`config.mk`:
```
export PLATFORM = sky130hd
export DESIGN_NAME = irq_gather
export DESIGN_NICKNAME = d
export VERILOG_FILES = /design/src/rtl/irq_pkg.sv /design/src/rtl/irq_ext_filter.sv /design/src/rtl/irq_src_gate.sv /design/src/rtl/irq_flag_bank.sv /design/src/rtl/irq_gather.sv
export SDC_FILE = /design/constraint.sdc
export NUM_CORES = 1
export LEC_CHECK = 0
export ABC_CLOCK_PERIOD_IN_PS = 1700
export BUFFER_PORTS_ARGS = -buffer_cell sky130_fd_sc_hd__clkbuf_2
export CAP_MARGIN = 20
export CORE_MARGIN = 2
export CORE_UTILIZATION = 51
export CTS_BUF_LIST = sky130_fd_sc_hd__clkbuf_8
export CTS_CLUSTER_DIAMETER = 200
export DETAILED_ROUTE_END_ITERATION = 8
export PLACE_DENSITY = 0.75
export SETUP_SLACK_MARGIN = 0.1
export SKIP_LAST_GASP = 1
export SLEW_MARGIN = 10
export SYNTH_ARGS = -nofsm -noshare
export SYNTH_HDL_FRONTEND = slang
export SYNTH_SLANG_ARGS = --single-unit
```
`constraint.sdc`:
```
create_clock -name clk -period 1.7 [get_ports clk]
set_input_delay 0.34 -clock clk [delete_from_list [all_inputs] [get_ports clk]]
set_output_delay 0.34 -clock clk [all_outputs]
set_load 0.005 [all_outputs]
```
`src/rtl/irq_pkg.sv`:
```
package irq_pkg;
    localparam int NSRC    = 7;
    localparam int B_POR   = 0;
    localparam int B_TXRDY = 1;
    localparam int B_FLVL  = 2;
    localparam int B_OVUR  = 3;
    localparam int B_WAKE  = 4;
    localparam int B_EXT   = 5;
    localparam int B_LOWV  = 6;

    typedef logic [NSRC-1:0] src_vec_t;

    typedef struct packed {
        src_vec_t pend;
        src_vec_t snap;
    } bank_st_t;
endpackage

```
`src/rtl/irq_ext_filter.sv`:
```
module irq_ext_filter #(
    parameter int SYNC_STAGES = 2,
    parameter int LOW_MIN     = 3
) (
    input  logic clk,
    input  logic rst_n,
    input  logic pin_n,
    output logic fire
);
    localparam int CW = (LOW_MIN < 2) ? 1 : $clog2(LOW_MIN);
    localparam logic [CW-1:0] CNT_LAST = CW'(LOW_MIN - 1);

    typedef struct packed {
        logic [SYNC_STAGES-1:0] sync;
        logic [CW-1:0]          cnt;
        logic                   armed;
    } flt_st_t;

    flt_st_t st_d, st_q;
    logic    low_seen;

    always_comb begin
        st_d      = st_q;
        st_d.sync = {st_q.sync[SYNC_STAGES-2:0], pin_n};
        low_seen  = ~st_q.sync[SYNC_STAGES-1];
        fire      = low_seen & st_q.armed & (st_q.cnt == CNT_LAST);
        if (!low_seen) begin
            st_d.cnt   = '0;
            st_d.armed = 1'b1;
        end else begin
            if (st_q.cnt != CNT_LAST) begin
                st_d.cnt = st_q.cnt + 1'b1;
            end
            if (fire) begin
                st_d.armed = 1'b0;
            end
        end
    end

    always_ff @(posedge clk or negedge rst_n) begin
        if (!rst_n) begin
            st_q.sync  <= '1;
            st_q.cnt   <= '0;
            st_q.armed <= 1'b1;
        end else begin
            st_q <= st_d;
        end
    end

    // one pulse per low period
    p_ext_once_r8: assert property (@(posedge clk) disable iff (!rst_n)
        fire |=> !fire);
    // a pulse needs the synchronized pin low in the previous cycle as well
    p_ext_low_run_r7: assert property (@(posedge clk) disable iff (!rst_n)
        (fire && LOW_MIN > 1) |-> $past(low_seen));
endmodule

```
`src/rtl/irq_src_gate.sv`:
```
module irq_src_gate
    import irq_pkg::*;
(
    input  logic     fifo_path_en,
    input  logic     tx_path_en,
    input  logic     ev_tx_ready,
    input  logic     ev_fifo_level,
    input  logic     ev_fifo_overflow,
    input  logic     ev_tx_underrun,
    input  logic     ev_wake_timer,
    input  logic     ev_supply_low,
    input  logic     ext_fire,
    output src_vec_t ev_vec
);
    always_comb begin
        ev_vec          = '0;
        ev_vec[B_TXRDY] = ev_tx_ready & tx_path_en;
        ev_vec[B_FLVL]  = ev_fifo_level & fifo_path_en;
        ev_vec[B_OVUR]  = (ev_fifo_overflow & fifo_path_en)
                        | (ev_tx_underrun & tx_path_en);
        ev_vec[B_WAKE]  = ev_wake_timer;
        ev_vec[B_EXT]   = ext_fire;
        ev_vec[B_LOWV]  = ev_supply_low;
    end
endmodule

```
`src/rtl/irq_flag_bank.sv`:
```
module irq_flag_bank
    import irq_pkg::*;
(
    input  logic     clk,
    input  logic     rst_n,
    input  src_vec_t ev_vec,
    input  logic     rd,
    output src_vec_t pend,
    output src_vec_t snap
);
    localparam src_vec_t POR_ONLY = src_vec_t'(1) << B_POR;

    bank_st_t st_d, st_q;

    always_comb begin
        st_d = st_q;
        if (rd) begin
            st_d.snap = st_q.pend;
            st_d.pend = ev_vec;
        end else begin
            st_d.pend = st_q.pend | ev_vec;
        end
    end

    always_ff @(posedge clk or negedge rst_n) begin
        if (!rst_n) begin
            st_q.pend <= POR_ONLY;
            st_q.snap <= '0;
        end else begin
            st_q <= st_d;
        end
    end

    assign pend = st_q.pend;
    assign snap = st_q.snap;

    p_por_flag_r2: assert property (@(posedge clk) disable iff (!rst_n)
        !$past(rst_n) |-> pend[B_POR]);
    p_snap_load_r9: assert property (@(posedge clk) disable iff (!rst_n)
        rd |=> snap == $past(pend));
    p_keep_new_r10: assert property (@(posedge clk) disable iff (!rst_n)
        rd |=> pend == $past(ev_vec));
    p_sticky_r11: assert property (@(posedge clk) disable iff (!rst_n)
        !rd |=> (pend & $past(pend)) == $past(pend));
endmodule

```
`src/rtl/irq_gather.sv`:
```
module irq_gather
    import irq_pkg::*;
#(
    parameter int SYNC_STAGES = 2,
    parameter int LOW_MIN     = 3
) (
    input  logic       clk,
    input  logic       rst_n,
    input  logic       fifo_path_en,
    input  logic       tx_path_en,
    input  logic       ev_tx_ready,
    input  logic       ev_fifo_level,
    input  logic       ev_fifo_overflow,
    input  logic       ev_tx_underrun,
    input  logic       ev_wake_timer,
    input  logic       ev_supply_low,
    input  logic       ext_int_n,
    input  logic       stat_rd,
    output logic       irq_n,
    output logic [6:0] stat_snap
);
    logic     ext_fire;
    src_vec_t ev_vec;
    src_vec_t pend;
    src_vec_t snap;

    irq_ext_filter #(.SYNC_STAGES(SYNC_STAGES), .LOW_MIN(LOW_MIN)) u_flt (
        .clk   (clk),
        .rst_n (rst_n),
        .pin_n (ext_int_n),
        .fire  (ext_fire)
    );

    irq_src_gate u_gate (
        .fifo_path_en     (fifo_path_en),
        .tx_path_en       (tx_path_en),
        .ev_tx_ready      (ev_tx_ready),
        .ev_fifo_level    (ev_fifo_level),
        .ev_fifo_overflow (ev_fifo_overflow),
        .ev_tx_underrun   (ev_tx_underrun),
        .ev_wake_timer    (ev_wake_timer),
        .ev_supply_low    (ev_supply_low),
        .ext_fire         (ext_fire),
        .ev_vec           (ev_vec)
    );

    irq_flag_bank u_bank (
        .clk    (clk),
        .rst_n  (rst_n),
        .ev_vec (ev_vec),
        .rd     (stat_rd),
        .pend   (pend),
        .snap   (snap)
    );

    always_comb begin
        irq_n     = ~|pend;
        stat_snap = snap;
    end

    // gated sources stay clear while their path is off
    p_flvl_gate_r3: assert property (@(posedge clk) disable iff (!rst_n)
        (!fifo_path_en && !pend[B_FLVL]) |=> !pend[B_FLVL]);
    p_txrdy_gate_r4: assert property (@(posedge clk) disable iff (!rst_n)
        (!tx_path_en && !pend[B_TXRDY]) |=> !pend[B_TXRDY]);
    p_ovur_gate_r5: assert property (@(posedge clk) disable iff (!rst_n)
        (!fifo_path_en && !tx_path_en && !pend[B_OVUR]) |=> !pend[B_OVUR]);
    p_wake_set_r6: assert property (@(posedge clk) disable iff (!rst_n)
        ev_wake_timer |=> pend[B_WAKE]);
    p_irq_low_r1: assert property (@(posedge clk) disable iff (!rst_n)
        ev_supply_low |=> !irq_n);
endmodule

```
**Word level (Yosys, flattened, before mapping)**

Cells that the tools add are included.

- Flip-flop bits (word level): 19
- Latch bits: 0
- Memory bits (writable): 0
- Memory bits (read-only): 0
- Input bits: 12
- Output and inout port bits: 8
- Word-level logic and storage cells: 25
- Memories kept: 0

- $add $sub $neg: 1
- Multipliers: 0
- Div/mod/pow operators: 0
- $lt $le $gt $ge: 0
- Equal/unequal tests: 2
- Shift operators: 0
- Multiplexer cells: 4
- Bitwise gates (word level): 9
- Reduce and logical (&&, ||, !) cells: 4

Operators with widths:

| kind | number |
|---|---|
| two-way mux 7 bit | 1 |
| bitwise OR 7 bit | 1 |
| OR reduction 7 bit | 1 |
| AND 1 bit | 6 |
| nonzero test 2 bit | 2 |
| two-way mux 3 bit | 1 |
| adder 2 x 1 -> 2 bit (second input constant) | 1 |
| equality test 2 bit (second input constant) | 1 |
| two-way mux 2 bit | 1 |
| inequality test 2 bit (second input constant) | 1 |
| zero test 1 bit | 1 |
| two-way mux 1 bit | 1 |
| inverter 1 bit | 1 |
| bitwise OR 1 bit | 1 |

**Depth between registers and ports, before layout**

Gate-level depths: netlist of the first run.

- Word-level depth: 5
- Mapped depth: 4
- Depth with buffers taken out: 4

**By module**

A second synthesis of the first run with hierarchy kept.

- Cells, all modules: 55
- Area, all modules: 804.5 sq um

Modules (own cells, without submodules):

| module | times used | cells an instance | area each (sq um) | seq. area each (sq um) |
|---|---|---|---|---|
| irq_flag_bank | 1 | 30 | 533.0 | 351.6 |
| irq_ext_filter | 1 | 15 | 195.2 | 128.9 |
| irq_src_gate | 1 | 8 | 56.3 | 0.0 |
| irq_gather | 1 | 2 | 20.0 | 0.0 |

**Least setup slack after synthesis of the first run**

No wires, ideal clock.

- Path kind: reg-to-output
- From: register u_bank.pend[3] (netlist name)
- To: output port irq_n
- Arrival: 1049 ps
- Required time: 1360 ps
- Slack: 311 ps
- Stages on the path, launching flop included: 3
- Path buffers: 0
- Path through: dfrtp_1 -> or4_1 -> nor4_2

- Word-level cells in the longest chain between the ends: 2

RTL lines:

| what | RTL line | RTL |
|---|---|---|
| OR reduction 7 bit | irq_gather.sv:57 | `irq_n = ~\|pend;` |
| zero test 1 bit | irq_gather.sv:57 |  |
| to (decl) | irq_gather.sv:19 | `output logic irq_n,` |

Every way passes these cells.

**Worst setup path in the final report of the first run**

- From: register u_bank.pend[6] (netlist name)
- To: output port irq_n

- Word-level cells in the longest chain between the ends: 2

RTL lines:

| what | RTL line |
|---|---|
| OR reduction 7 bit | irq_gather.sv:57 |
| zero test 1 bit | irq_gather.sv:57 |

Every way passes these cells.

==> results of run 1 <==
-- metal layers --
metal  vias up  part of all wire (%)
met2        16                    49
met5         -                     0
met3         0                   5.5
met4         0                     0
met1       213                    45
li1        218                     -
-- cells in the final DEF, fill, tap and decap left out --
master and instances:
dfrtp_1 15, inv_1 5, o2bb2ai_1 1, o21ai_0 1, clkbuf_8 3, a22oi_1 1
buf_4 3, ha_1 1, a21o_1 3, nor2_1 1, xor2_1 1, buf_2 1
nand2_1 1, nor4_4 1, mux2_2 7, or4_4 1, a211oi_1 1, a22o_1 2
nor2b_1 2, clkbuf_2 18, dfstp_2 4
-- cells by family (layout without fill, tap and decap cells) --
group / Yosys count / after routing / synth area share, %
DFF: 19 / 19 / 67.7
xor gates and xnor gates: 1 / 1 / 1.23
buffers and inverters: 5 / 30 / 2.82
and+or+nand+nor: 6 / 6 / 5.64
AOI/OAI and AO/OA: 9 / 9 / 9.70
adders and majority gates: 1 / 1 / 1.76
muxes: 7 / 7 / 11.1
-- critical path, cell delays in order, from the launching register on --
cell and delay [ns]:
dfrtp_1 0.39, or4_4 0.53, nor4_4 0.13, buf_2 0.14
-- timing repair --
action                     in CTS  in global routing
gates cloned                    0                  0
resized for setup               1                  2
setup endpoints to repair       1                  1
setup buffers                   2                  1
hold buffers                    0                  0
pin swaps                       0                  1
-- synth_stat cells --
cell	n
a211oi_1	1
a21o_1	3
a22o_1	2
a22oi_1	1
buf_2	1
dfrtp_1	15
dfstp_2	4
ha_1	1
inv_1	4
mux2_2	7
nand2_1	1
nor2_1	1
nor2b_1	2
nor4_2	1
o21ai_0	1
o2bb2ai_1	1
or4_1	1
xor2_1	1
-- area by class of cell --
class	instances	share of cell area, %
tap	15	2.09
inverter	4	1.67
timing repair buffer	22	13.1
clock inverter	1	0.418
sequential	19	53.5
clock buffer	3	4.60
multi-input combinational	24	24.7
-- sequential cells by signal (all words and copies together) (netlist names) --
name	cells
u_bank.pend	7
u_bank.snap	7
u_flt.st_q	4
u_flt.st_d	1
-- power by group --
group | internal, mW | switching [mW] | leakage (nW)
Clock | 0.160 | 0.129 | 0.0269
Combinational | 0.101 | 0.0791 | 0.197
Sequential | 0.532 | 0.0506 | 0.222
-- how the worst max path moves through the flow --
stage / slack (ns) / depth (start not counted) / end
after floorplan: 0.31 / 2 / irq_n
after global placement: 0.15 / 3 / irq_n
after detailed placement: 0.15 / 3 / irq_n
after CTS: -0.1 / 3 / irq_n
after global routing: -0.13 / 3 / irq_n
final: -0.08 / 3 / irq_n
==> flow_summary.toml, run 1 <==
[run_status]
status = "finished with violations"
failed_checks = "setup timing"

[power_and_ir_drop]
p_total_mw = 1.05
cellPowerDensity_nw_per_um2 = 1170
p_leak_nw = 0.447
vdd_drop_max_mv = 0.673

[timing]
worst_pin_slew_ns = 0.451
rsz0062_at_grt = "true"
fin_ws_ns = -0.0783
fin_setup_tns_ns = -0.0783
period_share_pct = 105
slew_violations = 0
max_slew_margin_pct = 69.9
fmax_mhz = 562
finalSetupViolCount = 1
hold_violations = 0
finalClockSkew_ns = 0.000409
fin_crit_ns = 1.78
fin_hold_ws_ns = 0.0291

[route]
ant_nets = 0
drc = 0
wl_per_cell_um = 13.4
first_iter_violations = 4
via_per_inst = 5.08
num_vias = 447
routed_wl_mm = 1.18
drt_pass1_iterations = 4

[place]
portBuffers = 19
place_hpwl_um = 829
place.gp.congestion = 0.700
place_inst = 81
placed_area_um2 = 818
preCtsSetupSlack_ns = 0.146

[finish]
area_growth_pct = 26.6
nFillCells = 105
final_util_pct = 69.0
finalInstanceArea_um2 = 898
antenna_cells = 0
fin_cells = 88
regArea_um2 = 480
drive_above_1_share_pct = 52.1
nets = 87
multiInputGateArea_um2 = 221

[critical_path]
worst-setup-path-type = "flip-flop to output pin"
startpoint_type = "flip-flop"
critPathMaxFanout = 2
reg2reg_depth = 4
worstPathRequired_ns = 1.36
arrival_ns = 1.44
startpoint = "u_bank.pend[6]"
r2r_start = "u_flt.st_q[1]"
r2r_slack_ns = 0.63
cp-end-kind = "output pin"
regToRegEndpoint = "u_flt.st_q[2]"

[yosys]
synth_cells = 48
synth_area_um2 = 709
synth_cell_type_count = 18
ys_seq_area_share_pct = 67.7
synth.area.top_cells = "dfrtp_1 53%, dfstp_2 15%, mux2_2 11%, a21o_1 3.2%, a22o_1 2.5%"
synth.top_cell.area_share_pct = 52.9
synth_top_cell_by_area = "dfrtp_1"
synth_nets = 61
syn_area_per_cell_um2 = 14.8
yosysWarnings = 0
ys_ff_latch = 19

[floorplan]
row_count = 13
die_area_um2 = 1710
start_util_pct = 54.5
ioPinCount = 20
fp.dieW_um = 41.3
core_area_um2 = 1300
die_y_um = 41.3

[global_routing]
overflow = 0
gr-usage-met2_pct = 28.5
grt_usage_pct = 17.1
grt_pass1_wl_mm = 1.84
antenna_found_initial = 0
busiest_layer = "met2"
grt.met1_usage_pct = 21.8
grt_max_degree = 20
gr-usage-met3_pct = 4.79
first_global_vias = 446

[hold_path]
hp-class = "input port to async pin"

[flow_run]
cap_violations = 0

[clock_network]
tritoncts = "built"
h-tree-depth = 1
cts_buffers = 3
cts.sink_count = 19
cts-root-buf = "clkbuf_8"
clk_path_buf_depth = 2
clock_latency_ns = 0.24
clk_pin_slew_ns = 0.06
(Power assumes the default switching activity.)
==> inputs of run 2 (changes only) <==
--- a/config.mk
+++ b/config.mk
@@ -6,14 +6,14 @@
 export NUM_CORES = 1
 export LEC_CHECK = 0
 export ABC_CLOCK_PERIOD_IN_PS = 1700
-export BUFFER_PORTS_ARGS = -buffer_cell sky130_fd_sc_hd__clkbuf_2
 export CAP_MARGIN = 20
 export CORE_MARGIN = 2
-export CORE_UTILIZATION = 51
+export CORE_UTILIZATION = 35
 export CTS_BUF_LIST = sky130_fd_sc_hd__clkbuf_8
 export CTS_CLUSTER_DIAMETER = 200
 export DETAILED_ROUTE_END_ITERATION = 8
-export PLACE_DENSITY = 0.75
+export DONT_BUFFER_PORTS = 1
+export PLACE_DENSITY = 0.46
 export SETUP_SLACK_MARGIN = 0.1
 export SKIP_LAST_GASP = 1
 export SLEW_MARGIN = 10
==> run 2 against run 1 <==
- the run still ends with setup timing left
- hold slack better by 0.051 ns
- combinational power is 27% lower
- critical path depth is 1 lower
- count of clock-buffer cells in the layout stayed put
- largest power group unchanged
==> flow_summary.toml, run 2 (synthesized netlist as in run 1, its figures left out) <==
[route]
routed_wl_mm = 1.18
via_per_inst = 5.01
drc = 0
drt_pass1_iterations = 2
first_iter_violations = 3
num_vias = 396
wl_per_cell_um = 14.9
ant_nets = 0

[floorplan]
core_area_um2 = 1940
die_area_um2 = 2400
fp.dieW_um = 49.0
row_count = 16
start_util_pct = 36.5
ioPinCount = 20
die_y_um = 49.0

[critical_path]
r2r_start = "u_flt.st_q[1]"
r2r_slack_ns = 0.61
startpoint_type = "flip-flop"
critPathMaxFanout = 3
reg2reg_depth = 4
worst-setup-path-type = "flip-flop to output pin"
startpoint = "u_bank.pend[3]"
arrival_ns = 1.39
cp-end-kind = "output pin"
worstPathRequired_ns = 1.36
regToRegEndpoint = "u_flt.st_q[2]"

[clock_network]
clock_latency_ns = 0.25
cts.sink_count = 19
clk_path_buf_depth = 2
tritoncts = "built"
cts-root-buf = "clkbuf_8"
cts_resized = 0
h-tree-depth = 1
cts_setup_buffers = 0
clk_pin_slew_ns = 0.06
cts_buffers = 3

[timing]
slew_violations = 0
max_slew_margin_pct = 46.3
fmax_mhz = 578
period_share_pct = 102
hold_violations = 0
worst_pin_slew_ns = 0.803
fin_crit_ns = 1.73
fin_setup_tns_ns = -0.0305
finalClockSkew_ns = 0.00210
finalSetupViolCount = 1
fin_ws_ns = -0.0305
rsz0062_at_grt = "true"

[finish]
drive_above_1_share_pct = 28.8
area_growth_pct = 11.8
nets = 66
layout_common_cells = "15 x dfrtp_1, 7 x mux2_2, 5 x inv_1"
reg_top3 = "u_bank.pend: 7 flops, u_bank.snap: 7 flops, u_flt.st_q: 4 flops"
final_util_pct = 40.9
layout_commonest_cell = "dfrtp_1"
fin_cells = 79
antenna_cells = 0

[place]
place.gp.congestion = 0.729
place_inst = 74
preCtsSetupSlack_ns = 0.222
portBuffers = 0
place_hpwl_um = 893

[global_routing]
antenna_found_initial = 0
grt_max_degree = 20
first_global_vias = 460
overflow = 0
grt_usage_pct = 11.3
grt_pass1_wl_mm = 1.95

[flow_run]
cap_violations = 0

[run_status]
failed_checks = "setup timing"
status = "finished with violations"

[hold_path]
hp-class = "input port to flip-flop"
min_to = "u_flt.st_d[4]"
min-delay-start = "ext_int_n"
hold_depth = 0

[power_and_ir_drop]
cellPowerDensity_nw_per_um2 = 1280
vdd_drop_max_mv = 0.598
p_leak_nw = 0.354
-- run 2: cell count changes in the layout (fill, tap and decap cells not counted), sizes merged --
cell,change
clkbuf,-18
buf,-4
dlygate4sd3,+1
-- run 2: per-stage QoR --
step	total power, mW	instance area (um2)	hold slack (ns)
floorplan	0.686	709	0.0444
global placement	0.705	738	0.0449
detailed placement	0.719	738	0.0451
CTS	1.03	793	0.0737
global route	1.07	793	0.0646
finish	1.01	793	0.0800
-- run 2: timing repair --
item                                    in CTS  in global routing
endpoints found under the hold margin       19                  0
hold buffers                                 1                  0
endpoints found under the setup margin       1                  1
-- run 2: final cells by class --
cell class / count / area, um2
fillers: 188 / 1150
well taps: 27 / 33.8
clock inverters: 1 / 3.75
repair buffers: 1 / 10.0
clock buffers: 3 / 41.3
inverters: 4 / 15.0
multi-input cells: 24 / 209
flip-flops and latches: 19 / 480
-- run 2: worst max-delay path: stages, from the launching register on --
cell and delay (ns):
dfrtp_1 0.39, or4_1 0.54, nor4_2 0.21
-- run 2: how the worst max path moves through the flow --
stage / to / slack (ns) / depth (start not counted)
floorplan: irq_n / 0.31 / 2
global placement: irq_n / 0.25 / 2
detailed placement: irq_n / 0.22 / 2
CTS: irq_n / -0.06 / 2
global route: irq_n / -0.08 / 2
finish: irq_n / -0.03 / 2
-- run 2: metal layers --
layer  share of wire (%)  GRT usage, %  routed length, um  up-vias
met1                  40          10.8                470      200
met2                  53          19.9                623       13
met3                 3.9          2.76                 46        5
met5                   0             0                  0        -
met4                 3.3          10.0                 39        0
li1                    -             -                  -      178
-- run 2: power by group --
part	total (mW)	internal [mW]	switching, mW	leakage, nW
Combinational	0.131	0.0705	0.0605	0.104
Clock	0.297	0.160	0.137	0.0269
Sequential	0.586	0.533	0.0530	0.222
==> inputs of run 3 (changes only) <==
--- a/config.mk
+++ b/config.mk
@@ -15,6 +15,7 @@
 export DONT_BUFFER_PORTS = 1
 export PLACE_DENSITY = 0.46
 export SETUP_SLACK_MARGIN = 0.1
+export SKIP_CTS_REPAIR_TIMING = 1
 export SKIP_LAST_GASP = 1
 export SLEW_MARGIN = 10
 export SYNTH_ARGS = -nofsm -noshare
==> run 3 against run 2 <==
- cell count unchanged
- hold slack barely moved
- register-to-register slack about the same
- wire length fell by 0.93%
- core utilization is the same
- the flow still finishes with violations (setup timing)
- non-clock buffer count unchanged
- clock power about the same
==> flow_summary.toml, run 3 (synthesized netlist as in run 1, its figures left out) <==
[run_status]
status = "finished with violations"
failed_checks = "setup timing"

[global_routing]
grt_max_degree = 20
gr-usage-met2_pct = 19.4
antenna_found_initial = 0
grt.met1_usage_pct = 11.2
grt_pass1_wl_mm = 1.93
overflow = 0
gr-usage-met3_pct = 2.76
first_global_vias = 454
grt_usage_pct = 11.3
busiest_layer = "met2"

[timing]
fin_setup_tns_ns = -0.0301
fin_crit_ns = 1.73
rsz0062_at_grt = "true"
worst_pin_slew_ns = 0.787
finalSetupViolCount = 1
hold_violations = 0
slew_violations = 0
period_share_pct = 102
fmax_mhz = 578
max_slew_margin_pct = 47.4
fin_ws_ns = -0.0301
finalClockSkew_ns = 0.00185

[critical_path]
slowest_delay_ns = 0.54
cp_num_cells = 2
startpoint_type = "flip-flop"
cp-end-kind = "output pin"
worstPathRequired_ns = 1.36
cp-endpoint = "irq_n"
r2r_start = "u_flt.st_q[1]"
path_cells = "or4_1, nor4_2"
cp_slowest_cell = "or4_1"
startpoint = "u_bank.pend[3]"
critPathMaxFanout = 3
reg2reg_depth = 4
crit_buf_inv = 0
regToRegEndpoint = "u_flt.st_q[2]"
worst-setup-path-type = "flip-flop to output pin"
cp_top_family = "simple AND/OR/NAND/NOR gates"
r2r_slack_ns = 0.61
arrival_ns = 1.39

[finish]
area_growth_pct = 11.8
nets = 66
nFillCells = 187
layout_commonest_cell = "dfrtp_1"
antenna_cells = 0
regArea_um2 = 480
fin_cells = 79
reg_top3 = "u_bank.pend: 7 flops, u_bank.snap: 7 flops, u_flt.st_q: 4 flops"
final_util_pct = 40.9
layout_common_cells = "15 x dfrtp_1, 7 x mux2_2, 5 x inv_1"
multiInputGateArea_um2 = 209
drive_above_1_share_pct = 28.8

[floorplan]
core_area_um2 = 1940
row_count = 16
ioPinCount = 20
die_area_um2 = 2400
fp.dieW_um = 49.0
die_y_um = 49.0
start_util_pct = 36.5

[flow_run]
cap_violations = 0

[clock_network]
clk_pin_slew_ns = 0.06
clk_path_buf_depth = 2
h-tree-depth = 1
cts-root-buf = "clkbuf_8"
tritoncts = "built"
cts_buffers = 3
clock_latency_ns = 0.25
cts.sink_count = 19

[power_and_ir_drop]
vdd_drop_max_mv = 0.596
internal_power_mw = 0.763
pwr-share-seq_pct = 57.8
swShare_pct = 24.6
p_switching_mw = 0.250
cellPowerDensity_nw_per_um2 = 1280
p_leak_nw = 0.354
pwr-share-comb_pct = 12.9
clock_power_share_pct = 29.3

[place]
place.gp.congestion = 0.729
place_hpwl_um = 893
place_inst = 74
portBuffers = 0
preCtsSetupSlack_ns = 0.222

[hold_path]
hp-class = "input port to flip-flop"
hold_depth = 0

[route]
routed_wl_mm = 1.17
num_vias = 395
ant_nets = 0
via_per_inst = 5.00
first_iter_violations = 2
drt_pass1_iterations = 2
drc = 0
wl_per_cell_um = 14.8
run 3: final cells by class:
| cell class | count | area share, % |
|---|---|---|
| clock buffer | 3 | 5.21 |
| clock inverter | 1 | 0.473 |
| inverter | 4 | 1.89 |
| multi-input combinational | 24 | 26.3 |
| sequential | 19 | 60.6 |
| tap | 27 | 4.26 |
| timing repair buffer | 1 | 1.26 |
run 3: power by group through the flow:
stage	clock network [mW]	logic, mW	registers (mW)
2_1_floorplan	0	0.108	0.579
3_3_place_gp	0	0.112	0.592
3_5_place_dp	0	0.124	0.595
4_1_cts	0.307	0.126	0.587
5_1_grt	0.334	0.154	0.590
6_report	0.297	0.131	0.585
run 3: worst min-delay path by stage:
stage / from / slack (ns) / to
final: ext_int_n / 0.08 / u_flt.st_d[4]
after global routing: ext_int_n / 0.06 / u_flt.st_d[4]
after CTS: rst_n / -0.23 / u_bank.pend[5]
after detailed placement: rst_n / 0.05 / u_flt.st_q[1]
after global placement: rst_n / 0.04 / u_bank.pend[5]
after floorplan: rst_n / 0.04 / u_bank.pend[1]
run 3: per-stage QoR:
stage	hold WS [ns]	power (mW)	cell area, um2
2_1_floorplan	0.0444	0.686	709
5_1_grt	0.0617	1.08	793
3_3_place_gp	0.0449	0.705	738
6_report	0.0801	1.01	793
3_5_place_dp	0.0451	0.719	738
4_1_cts	-0.230	1.02	783
run 3: layer usage:
metal | share of wire [%] | up-vias
li1 | - | 178
met1 | 38 | 199
met2 | 54 | 13
met3 | 3.9 | 5
met4 | 3.3 | 0
met5 | 0 | -
